### src/rtl/relay_pkg.sv
package relay_pkg;
    // One sample of a serial audio line triple
    typedef struct packed {
        logic bck;
        logic ws;
        logic sd;
    } ser_t;
endpackage

### src/rtl/relay_front.sv
module relay_front
    import relay_pkg::*;
#(
    parameter int SYNC_STAGES = 2
) (
    input  logic clk,
    input  logic rst_n,
    input  logic sel_i,
    input  ser_t a_i,
    input  ser_t b_i,
    output ser_t cur_o,
    output logic rise_o,
    output logic fall_o,
    output logic clr_o
);
    localparam int LAST = SYNC_STAGES - 1;

    typedef struct packed {
        ser_t [SYNC_STAGES-1:0] pa;
        ser_t [SYNC_STAGES-1:0] pb;
        logic                   sel;
        logic                   bck_prev;
    } front_t;

    front_t st_q, st_d;

    always_comb begin
        st_d = st_q;
        for (int i = LAST; i > 0; i--) begin
            st_d.pa[i] = st_q.pa[i-1];
            st_d.pb[i] = st_q.pb[i-1];
        end
        st_d.pa[0]    = a_i;
        st_d.pb[0]    = b_i;
        clr_o         = (sel_i != st_q.sel);
        cur_o         = sel_i ? st_q.pb[LAST] : st_q.pa[LAST];
        rise_o        = !clr_o &&  cur_o.bck && !st_q.bck_prev;
        fall_o        = !clr_o && !cur_o.bck &&  st_q.bck_prev;
        st_d.sel      = sel_i;
        st_d.bck_prev = cur_o.bck;
    end

    always_ff @(posedge clk or negedge rst_n) begin
        if (!rst_n) st_q <= '0;
        else        st_q <= st_d;
    end
endmodule

### src/rtl/relay_rx.sv
module relay_rx #(
    parameter int W  = 18,
    parameter int LW = 5
) (
    input  logic          clk,
    input  logic          rst_n,
    input  logic          rise_i,
    input  logic          clr_i,
    input  logic          ws_i,
    input  logic          sd_i,
    output logic [W-1:0]  word_l_o,
    output logic [LW-1:0] len_l_o,
    output logic [W-1:0]  word_r_o,
    output logic [LW-1:0] len_r_o
);
    typedef struct packed {
        logic [W-1:0]  sh;
        logic [LW-1:0] cnt;
        logic          ws_last;
        logic          wsv;
        logic          started;
        logic          lvalid;
        logic [W-1:0]  hold;
        logic [LW-1:0] hold_len;
        logic [W-1:0]  bl;
        logic [LW-1:0] ll;
        logic [W-1:0]  br;
        logic [LW-1:0] lr;
    } rx_t;

    rx_t st_q, st_d;

    always_comb begin
        logic [W-1:0]  word;
        logic [LW-1:0] len;
        logic [LW-1:0] pos;
        st_d = st_q;
        word = st_q.sh;
        len  = st_q.cnt;
        pos  = LW'(W - 1) - st_q.cnt;
        if (st_q.cnt < LW'(W)) begin
            word[pos] = sd_i;
            len       = st_q.cnt + 1'b1;
        end
        if (clr_i) begin
            st_d = '0;
        end else if (rise_i) begin
            st_d.sh  = word;
            st_d.cnt = len;
            if (!st_q.wsv) begin
                st_d.wsv     = 1'b1;
                st_d.ws_last = ws_i;
            end else if (ws_i != st_q.ws_last) begin
                st_d.sh      = '0;
                st_d.cnt     = '0;
                st_d.ws_last = ws_i;
                st_d.started = 1'b1;
                if (st_q.started) begin
                    if (!st_q.ws_last) begin
                        st_d.hold     = word;
                        st_d.hold_len = len;
                        st_d.lvalid   = 1'b1;
                    end else if (st_q.lvalid) begin
                        st_d.bl     = st_q.hold;
                        st_d.ll     = st_q.hold_len;
                        st_d.br     = word;
                        st_d.lr     = len;
                        st_d.lvalid = 1'b0;
                    end
                end
            end
        end
    end

    always_ff @(posedge clk or negedge rst_n) begin
        if (!rst_n) st_q <= '0;
        else        st_q <= st_d;
    end

    assign word_l_o = st_q.bl;
    assign len_l_o  = st_q.ll;
    assign word_r_o = st_q.br;
    assign len_r_o  = st_q.lr;
endmodule

### src/rtl/relay_tx.sv
module relay_tx #(
    parameter int W  = 18,
    parameter int LW = 5
) (
    input  logic          clk,
    input  logic          rst_n,
    input  logic          fall_i,
    input  logic          clr_i,
    input  logic          ws_i,
    input  logic [W-1:0]  word_l_i,
    input  logic [LW-1:0] len_l_i,
    input  logic [W-1:0]  word_r_i,
    input  logic [LW-1:0] len_r_i,
    output logic          sd_o
);
    typedef struct packed {
        logic          wsf;
        logic          wsfv;
        logic [LW-1:0] idx;
        logic          sd;
    } tx_t;

    localparam tx_t IDLE = '{wsf: 1'b0, wsfv: 1'b0, idx: LW'(W), sd: 1'b0};

    tx_t st_q, st_d;

    always_comb begin
        logic [W-1:0]  word;
        logic [LW-1:0] len;
        logic [LW-1:0] pos;
        st_d = st_q;
        word = st_q.wsf ? word_r_i : word_l_i;
        len  = st_q.wsf ? len_r_i  : len_l_i;
        pos  = LW'(W - 1) - st_q.idx;
        if (clr_i) begin
            st_d = IDLE;
        end else if (fall_i) begin
            st_d.wsf = ws_i;
            if (!st_q.wsfv) begin
                st_d.wsfv = 1'b1;
                st_d.sd   = 1'b0;
                st_d.idx  = LW'(W);
            end else begin
                st_d.sd = (st_q.idx < len) ? word[pos] : 1'b0;
                if (ws_i != st_q.wsf)        st_d.idx = '0;
                else if (st_q.idx < LW'(W))  st_d.idx = st_q.idx + 1'b1;
            end
        end
    end

    always_ff @(posedge clk or negedge rst_n) begin
        if (!rst_n) st_q <= IDLE;
        else        st_q <= st_d;
    end

    assign sd_o = st_q.sd;
endmodule

### src/rtl/i2s_frame_relay.sv
module i2s_frame_relay
    import relay_pkg::*;
#(
    parameter int WORD_W      = 18,
    parameter int SYNC_STAGES = 2,
    parameter int NUM_OUT     = 3
) (
    input  logic               clk,
    input  logic               rst_n,
    input  logic               src_sel_i,
    input  logic               clk_hiz_i,
    input  logic               last_en_i,
    input  logic               bck_a_i,
    input  logic               ws_a_i,
    input  logic               sd_a_i,
    input  logic               bck_b_i,
    input  logic               ws_b_i,
    input  logic               sd_b_i,
    output logic               bck_o,
    output logic               ws_o,
    output logic               clk_oe_o,
    output logic [NUM_OUT-1:0] sd_o,
    output logic               last_oe_o
);
    localparam int LEN_W = $clog2(WORD_W + 1);

    ser_t              cur;
    logic              edge_rise, edge_fall, sel_clr, tx_bit;
    logic [WORD_W-1:0] buf_l, buf_r;
    logic [LEN_W-1:0]  len_l, len_r;

    relay_front #(.SYNC_STAGES(SYNC_STAGES)) u_front (
        .clk(clk), .rst_n(rst_n), .sel_i(src_sel_i),
        .a_i('{bck: bck_a_i, ws: ws_a_i, sd: sd_a_i}),
        .b_i('{bck: bck_b_i, ws: ws_b_i, sd: sd_b_i}),
        .cur_o(cur), .rise_o(edge_rise), .fall_o(edge_fall), .clr_o(sel_clr)
    );

    relay_rx #(.W(WORD_W), .LW(LEN_W)) u_rx (
        .clk(clk), .rst_n(rst_n), .rise_i(edge_rise), .clr_i(sel_clr),
        .ws_i(cur.ws), .sd_i(cur.sd),
        .word_l_o(buf_l), .len_l_o(len_l), .word_r_o(buf_r), .len_r_o(len_r)
    );

    relay_tx #(.W(WORD_W), .LW(LEN_W)) u_tx (
        .clk(clk), .rst_n(rst_n), .fall_i(edge_fall), .clr_i(sel_clr),
        .ws_i(cur.ws), .word_l_i(buf_l), .len_l_i(len_l),
        .word_r_i(buf_r), .len_r_i(len_r), .sd_o(tx_bit)
    );

    // Clocks forwarded without registers to stay in phase with the source
    assign bck_o     = src_sel_i ? bck_b_i : bck_a_i;
    assign ws_o      = src_sel_i ? ws_b_i  : ws_a_i;
    assign clk_oe_o  = !clk_hiz_i;
    assign last_oe_o = last_en_i;

    for (genvar g = 0; g < NUM_OUT; g++) begin : g_lane
        assign sd_o[g] = tx_bit;
    end
endmodule

### config.mk
export PLATFORM = sky130hd
export DESIGN_NAME = i2s_frame_relay
export DESIGN_NICKNAME = d
export VERILOG_FILES = /design/src/rtl/relay_pkg.sv /design/src/rtl/relay_front.sv /design/src/rtl/relay_rx.sv /design/src/rtl/relay_tx.sv /design/src/rtl/i2s_frame_relay.sv
export SDC_FILE = /design/constraint.sdc
export NUM_CORES = 1
export LEC_CHECK = 0
export BUFFER_PORTS_ARGS = -buffer_cell sky130_fd_sc_hd__buf_2
export CAP_MARGIN = 20
export CORE_UTILIZATION = 46
export CTS_CLUSTER_SIZE = 10
export DETAILED_ROUTE_END_ITERATION = 12
export PLACE_DENSITY = 0.68
export SETUP_SLACK_MARGIN = 0.1
export SYNTH_ARGS = -nofsm -noshare
export SYNTH_HDL_FRONTEND = slang
export SYNTH_SLANG_ARGS = --single-unit
### constraint.sdc
create_clock -name clk -period 2.85 [get_ports clk]
set_input_delay 0.4275 -clock clk [delete_from_list [all_inputs] [get_ports clk]]
set_output_delay 0.4275 -clock clk [all_outputs]
set_load 0.01 [all_outputs]
==> impl_results.md, run 1 <==
* Clock root cell: clkbuf_16
* Fin nets at a little under 700
* Share of the synthesized area in the top cell type at between 40 and 50%
* Worst setup path class: reg -> reg
* Crit path max fanout at 10
* I/O Buffers at 15
* Die area at 14200 µm²
* H-tree levels at 4
* FP Rows at 42
* Grt total ovfl at 0
* Synth warnings at 0
* Worst path top cell family by delay: simple AND/OR/NAND/NOR gates
* Status: complete, no violations
* Clock latency on the worst-skew pair at about 0.42 ns
* Post-synth EDFFs at 0
* Post-Syn Area at 6330 µm²
* Pwr/cell area at about 590 nW/µm²
* Avg Cell Area, Syn at approximately 9.7 µm²
* CTS tree: done
* Placed insts at between 800 and 900
* Critical path's slowest cell: dfrtp_1
* Leakage power at roughly 2.9 nW
* Fmax achieved at around 390 MHz
* Hold Worst Slack at between 0.09 and 0.1 ns
* Final Cycle Share at 90.6%
* Pre-CTS setup slack at 0.218 ns
* Top cells by area, synth: dfrtp_1 46%, nand2_1 5.4%, nand3_1 4.7%
* DRC at 0
* # diodes at 0
* # resized after CTS at 0
* Die Span Y at about 120 µm
* Total nets after synthesis at slightly below 700
* Starting DRT DRC Count at 700
* Fin. max-slew vios at 0
* Routed vias at between 5000 and 6000
* Ys flop type: dfrtp_1
* Clock Skew at slightly below 0.009 ns
* Setup Buffers After CTS at 0
* Final worst path period need at between 2 and 3 ns
* Setup ws final at about 0.27 ns
* CP Launch Type: flip-flop
* Final total power at ~4.2 mW
* Cell with the most instances after synthesis: dfrtp_1
* Post-route cell area at 7170 µm²
* Initial antenna violation count at 0
* Worst-path clk slew at ~0.05 ns
* Critical Path End Type: flip-flop
* Die Wd at about 120 µm
* CTS buffer count at 17
* Via-per-instance ratio at roughly 6.3
* Crit path cell chain: inv_1 > ha_1 > or2_2 > o21a_1 > o22a_1 > nor3_1 > o211ai_1
* Critical Path RT at ~3.1 ns
* Area Growth Syn to Fin at 13.3%
* Slew @ Worst Pin at ~0.63 ns
* Antenna Nets Post-Route at 0
* Final Hold Viols at 0
* GRT Util Overall at about a quarter
* Max Cap Viol at 0
* Critical path arrival at around 2.9 ns
* Hold crit path type: in -> async
* Post-route non-filler standard cell count at between 800 and 900
* Routed WL per cell at around 19 µm
* Clock Tree Buf Depth at 2
* Synth top cells by count: 116 x dfrtp_1, 91 x nand2_1, 60 x nand3_1
* Core ar. at between 10000 and 15000 µm²
* Area leader, netlist: dfrtp_1
* DP Area at around 6600 µm²
* First-pass GRT wire length at between 20 and 30 mm
* Unique masters post-synth at between 60 and 70
* Detailed Routing Iterations Pass 1 at 6
* DP HPWL at approximately 11 mm
* CTS Sinks at between 100 and 150
* Largest net degree at the start of global routing at between 100 and 150
* Initial Util at 47.4%
* Finished Core Util at a little over half
* Relative slew margins at between 50% and 60%
* Total Neg Setup Slack at 0 ns
* CTS Hold Bufs at 0
* VDD IR-drop max at 0.458 mV
* Sequential area share after synthesis at 46.7%
* CP peak stage delay at around 0.50 ns
* Synth async-reset ratio at 100%
* Post-Syn Instances at between 600 and 700
* Yosys reg bits at 118
* Vias in the first global route at 5144
* Bufs and invs on worst path at 1
* GP Congestion at between 0.8 and 0.9
* Top-Level Pins at 18
* RSZ-0062 raised after global routing: false
* Final setup viols at 0
* Layout cells sized above 1 at approximately 15%
* WL final at 16.3 mm
## placed cells by master (no fill, tap or decap), types with 3 or more instances in the layout
cell type,netlist,routed
a211o_1,4,4
a211oi_1,9,9
a21oi_1,36,36
a221o_1,14,14
a31oi_1,15,15
and2_1,7,7
and3_1,4,4
buf_2,15,14
buf_4,7,23
bufinv_16,0,3
clkbuf_1,31,3
clkbuf_16,0,17
clkinv_2,0,5
dfrtp_1,116,116
ha_1,14,14
inv_1,11,11
inv_2,3,3
mux2_2,4,4
mux2i_1,13,13
mux4_2,8,8
nand2_1,91,91
nand2b_1,5,5
nand3_1,60,60
nand4_1,28,28
nor2_1,23,22
nor3_1,19,19
o211ai_1,33,33
o21a_1,5,5
o21ai_0,9,9
o22ai_1,9,9
o311ai_0,6,6
xnor2_1,3,3
xor2_1,4,3
## registers in the layout (all words and copies together) (netlist names)
register and cells:
u_front.st_q 8, u_rx.len_r_o 5, u_tx.st_q 7, u_rx.len_l_o 5, u_front.st_d 6, u_rx.st_q 50, u_tx.sd_o 1, u_rx.word_l_o 18
u_rx.word_r_o 18
## power breakdown
part / total [mW] / switching, mW / internal [mW]
Sequential: 1.74 / 0.0354 / 1.70
Combinational: 0.384 / 0.268 / 0.116
Clock: 2.12 / 0.742 / 1.38
Total: 4.25 / 1.05 / 3.20
## worst paths after layout
path                                          endpoint  slack, ns                  startpoint  depth (start not counted)
max                          u_rx.st_q[60]$_DFFE_PN0P_       0.27   u_rx.st_q[75]$_DFFE_PN0P_                          7
min                        u_rx.len_r_o[2]$_DFFE_PN0P_        0.1                       rst_n                          2
max reg2reg                  u_rx.st_q[60]$_DFFE_PN0P_       0.27   u_rx.st_q[75]$_DFFE_PN0P_                          7
min reg2reg                 u_front.st_q[12]$_DFF_PN0_       0.34  u_front.st_d[12]$_DFF_PN0_                          0
max in group asynchronous    u_rx.st_q[69]$_DFFE_PN0P_       2.28                       rst_n                          2
min in group clk             u_front.st_d[5]$_DFF_PN0_       0.11                      sd_b_i                          1
## layer usage
| layer | share of wire (%) | wire (µm) | vias to the layer above | GRT usage, % |
|---|---|---|---|---|
| met1 | 45 | 7290 | 2606 | 35.0 |
| met2 | 47 | 7590 | 229 | 36.8 |
| met4 | 1.4 | 225 | 0 | 8.15 |
| met5 | 0 | 0 | - | 0 |
| li1 | - | - | 2417 | - |
| met3 | 7.2 | 1170 | 23 | 4.98 |
## cell type report
type / count / area [µm²]
fill: 1174 / 6180
multi-input combinational: 461 / 3080
timing repair buffer: 39 / 283
sequential: 118 / 2960
inverter: 14 / 52.6
tap: 176 / 220
clock buffer: 21 / 450
clock inverter: 10 / 130
## cells by family (layout without fill, tap and decap cells)
group	after synthesis	after routing	synth area share [%]
AND/OR/NAND/NOR	254	254	19.6
AO/OA/AOI/OAI	157	157	17.8
flip-flops	118	118	46.7
buffers and inverters	75	84	5.40
multiplexers	27	27	6.21
adder cells (fa/ha/maj)	14	14	2.77
XOR/XNOR	9	9	1.48
(Power assumes the default switching activity.)
==> run 2, diff against run 1 <==
--- a/config.mk
+++ b/config.mk
@@ -7,10 +7,13 @@
 export LEC_CHECK = 0
 export BUFFER_PORTS_ARGS = -buffer_cell sky130_fd_sc_hd__buf_2
 export CAP_MARGIN = 20
-export CORE_UTILIZATION = 46
+export CELL_PAD_IN_SITES_DETAIL_PLACEMENT = 1
+export CELL_PAD_IN_SITES_GLOBAL_PLACEMENT = 2
+export CORE_UTILIZATION = 41
 export CTS_CLUSTER_SIZE = 10
 export DETAILED_ROUTE_END_ITERATION = 12
-export PLACE_DENSITY = 0.68
+export GPL_TIMING_DRIVEN = 0
+export PLACE_DENSITY = 0.86
 export SETUP_SLACK_MARGIN = 0.1
 export SYNTH_ARGS = -nofsm -noshare
 export SYNTH_HDL_FRONTEND = slang
==> impl_results.md, run 2 (synthesis results as in run 1) <==
* DRC at 0 (unchanged)
* Status: complete, no violations
* CP Launch Type: flip-flop
* DP HPWL at 15.3 mm (+44%)
* Most flops, register: u_rx.st_q
* Detailed Routing Iterations Pass 1 at 5 (-1)
* Die area at 15900 µm² (+12%)
* FP Rows at 45 (+7.1%)
* Hold Worst Slack at 0.105 ns (+0.00744 ns)
* CP peak stage delay at 0.47 ns (-0.03 ns)
* Die Span Y at 126 µm (+5.8%)
* I/O Buffers at 16 (+1)
* Critical path arrival at 2.99 ns (+0.13 ns)
* CTS Sinks at 118 (unchanged)
* Relative slew margins at 51.4% (-6.7 points)
* Crit path max fanout at 10 (unchanged)
* Grt total ovfl at 0 (unchanged)
* Fmax achieved at 376 MHz (-2.8%)
* Core ar. at 15100 µm² (+13%)
* Hold crit path type: in -> reg
* Starting DRT DRC Count at 339 (-52%)
* Vias in the first global route at 5783 (+12%)
* GP Congestion at 0.846 (-0.77%)
* Final Hold Viols at 0 (unchanged)
* Most frequent cells in the layout: 115 x dfrtp_1, 91 x nand2_1, 60 x nand3_1
* Setup Buffers After CTS at 0 (unchanged)
* Leakage power at 2.94 nW (+2.7%)
* Final setup viols at 0 (unchanged)
* # diodes at 0 (unchanged)
* GRT Util Overall at 28.0% (+3.6 points)
* Clock Skew at 0.00992 ns (+0.00127 ns)
* Max Cap Viol at 0 (unchanged)
* First-pass GRT wire length at 33.4 mm (+23%)
* WL final at 20.7 mm (+27%)
* Clock latency on the worst-skew pair at 0.43 ns (about the same)
* Clock Tree Buf Depth at 2 (unchanged)
* VDD IR-drop max at 0.398 mV (-13%)
* Commonest non-fill, non-tap cell in the layout: dfrtp_1
* Fin. max-slew vios at 0 (unchanged)
* Total Neg Setup Slack at 0 ns (unchanged)
* Layout cells sized above 1 at 17.5% (+2.1 points)
* Slew @ Worst Pin at 0.727 ns (+0.0978 ns)
* Area Growth Syn to Fin at 16.4%
* Die Wd at 126 µm (+5.8%)
* Antenna Nets Post-Route at 0 (unchanged)
* H-tree levels at 4 (unchanged)
* Post-route non-filler standard cell count at 892 (+6.3%)
* Initial antenna violation count at 0 (unchanged)
* CTS buffer count at 17 (unchanged)
* Clock root cell: clkbuf_16
* Max reg flops at 50 (unchanged)
* Routed vias at 5501 (+4.3%)
* Final worst path period need at 2.66 ns (+0.0737 ns)
* Fin nets at 716 (+5.9%)
* Largest net degree at the start of global routing at 69 (-42%)
* Critical path's slowest cell: a21boi_2
* CTS tree: done
* Worst setup path class: reg -> reg
* Final Cycle Share at 93.2% (+2.6 points)
* Top-Level Pins at 18 (unchanged)
* Pwr/cell area at 594 nW/µm² (+0.29%)
* Crit path cell chain: mux2_4 > ha_1 > and2b_4 > nor4_4 > a21boi_2 > buf_4 > inv_2 > o211ai_1
* Critical Path RT at 3.19 ns (+0.06 ns)
* Routed WL per cell at 23.2 µm (+20%)
* Via-per-instance ratio at 6.17 (-1.9%)
* Worst-path clk slew at 0.06 ns (about the same)
* Placed insts at 859 (+6.3%)
* Initial Util at 41.8% (-5.6 points)
* RSZ-0062 raised after global routing: true
* Critical Path End Type: flip-flop
## run 2: cell count changes in the layout (fill, tap and decap cells not counted), moves of 2 or more
cell	delta
clkinv_2	-4
buf_2	+17
clkbuf_2	+6
inv_6	+3
nor3_1	-8
buf_12	-2
buf_6	+3
clkbuf_1	+22
clkinvlp_4	+4
nor3_2	+7
buf_4	-16
buf_1	+5
## run 2: worst max-delay path, delay by kind of cell (launching register included)
kind | cells | cell delay, ns
AND/OR/NAND/NOR | 2 | 0.54
buffers and inverters | 2 | 0.36
AO/OA/AOI/OAI | 2 | 0.63
flip-flops | 1 | 0.36
adder cells (fa/ha/maj) | 1 | 0.33
multiplexers | 1 | 0.32
## run 2: per-layer routing
layer  vias to the layer above  share of wire, %  global-route usage, %
li1                       2486                 -                      -
met1                      2834                46                   37.9
met2                       148                48                   45.0
met3                        33               4.2                   5.40
met4                         0               2.4                   9.85
met5                         -                 0                      0
## run 2: area by class of cell
class / count / area [µm²]
plain buffers: 61 / 302
clock buffers: 18 / 429
clock inverters: 14 / 175
fillers: 1691 / 7780
inverters: 14 / 52.6
multi-input cells: 461 / 3090
flip-flops and latches: 118 / 2960
well taps: 188 / 235
repair buffers: 18 / 124
## run 2: what timing repair did
item                                    in CTS  in global routing
pin swaps                                    0                  0
endpoints found under the setup margin      27                 52
hold buffers                                 1                  0
endpoints found under the hold margin       50                  0
gates resized for setup                      9                 20
## run 2: final timing paths
check	slack, ns	cells after the start	from	endpoint
worst max-delay path	0.19	8	u_front.st_q[12]$_DFF_PN0_	u_rx.st_q[80]$_DFFE_PN0P_
worst min-delay path	0.10	1	sd_b_i	u_front.st_d[5]$_DFF_PN0_
worst max register to register	0.19	8	u_front.st_q[12]$_DFF_PN0_	u_rx.st_q[80]$_DFFE_PN0P_
worst min register to register	0.35	0	u_front.st_d[12]$_DFF_PN0_	u_front.st_q[12]$_DFF_PN0_
max in group asynchronous	1.61	3	rst_n	u_tx.st_q[5]$_DFFE_PN1P_
min in group asynchronous	0.52	2	rst_n	u_tx.st_q[1]$_DFFE_PN0P_
## run 2: report_power, final
| group | leakage [nW] | total (mW) | internal (mW) | switching, mW |
|---|---|---|---|---|
| sequential | 1.60 | 1.73 | 1.70 | 0.0273 |
| combinational | 1.06 | 0.439 | 0.119 | 0.319 |
| clock | 0.276 | 2.21 | 1.38 | 0.829 |
| total | 2.94 | 4.38 | 3.20 | 1.18 |
## run 2: stage by stage
stage / total power, mW / util, % / worst slack [ns] / area [µm²]
6_report: 4.38 / 48.6 / 0.193 / 7370
5_1_grt: 4.50 / 48.6 / 0.0621 / 7370
4_1_cts: 4.40 / 48.3 / 0.0957 / 7320
3_5_place_dp: 2.18 / 44.1 / -0.373 / 6680
3_3_place_gp: 2.16 / 43.9 / -0.294 / 6640
2_1_floorplan: 2.01 / - / 0.335 / 6330
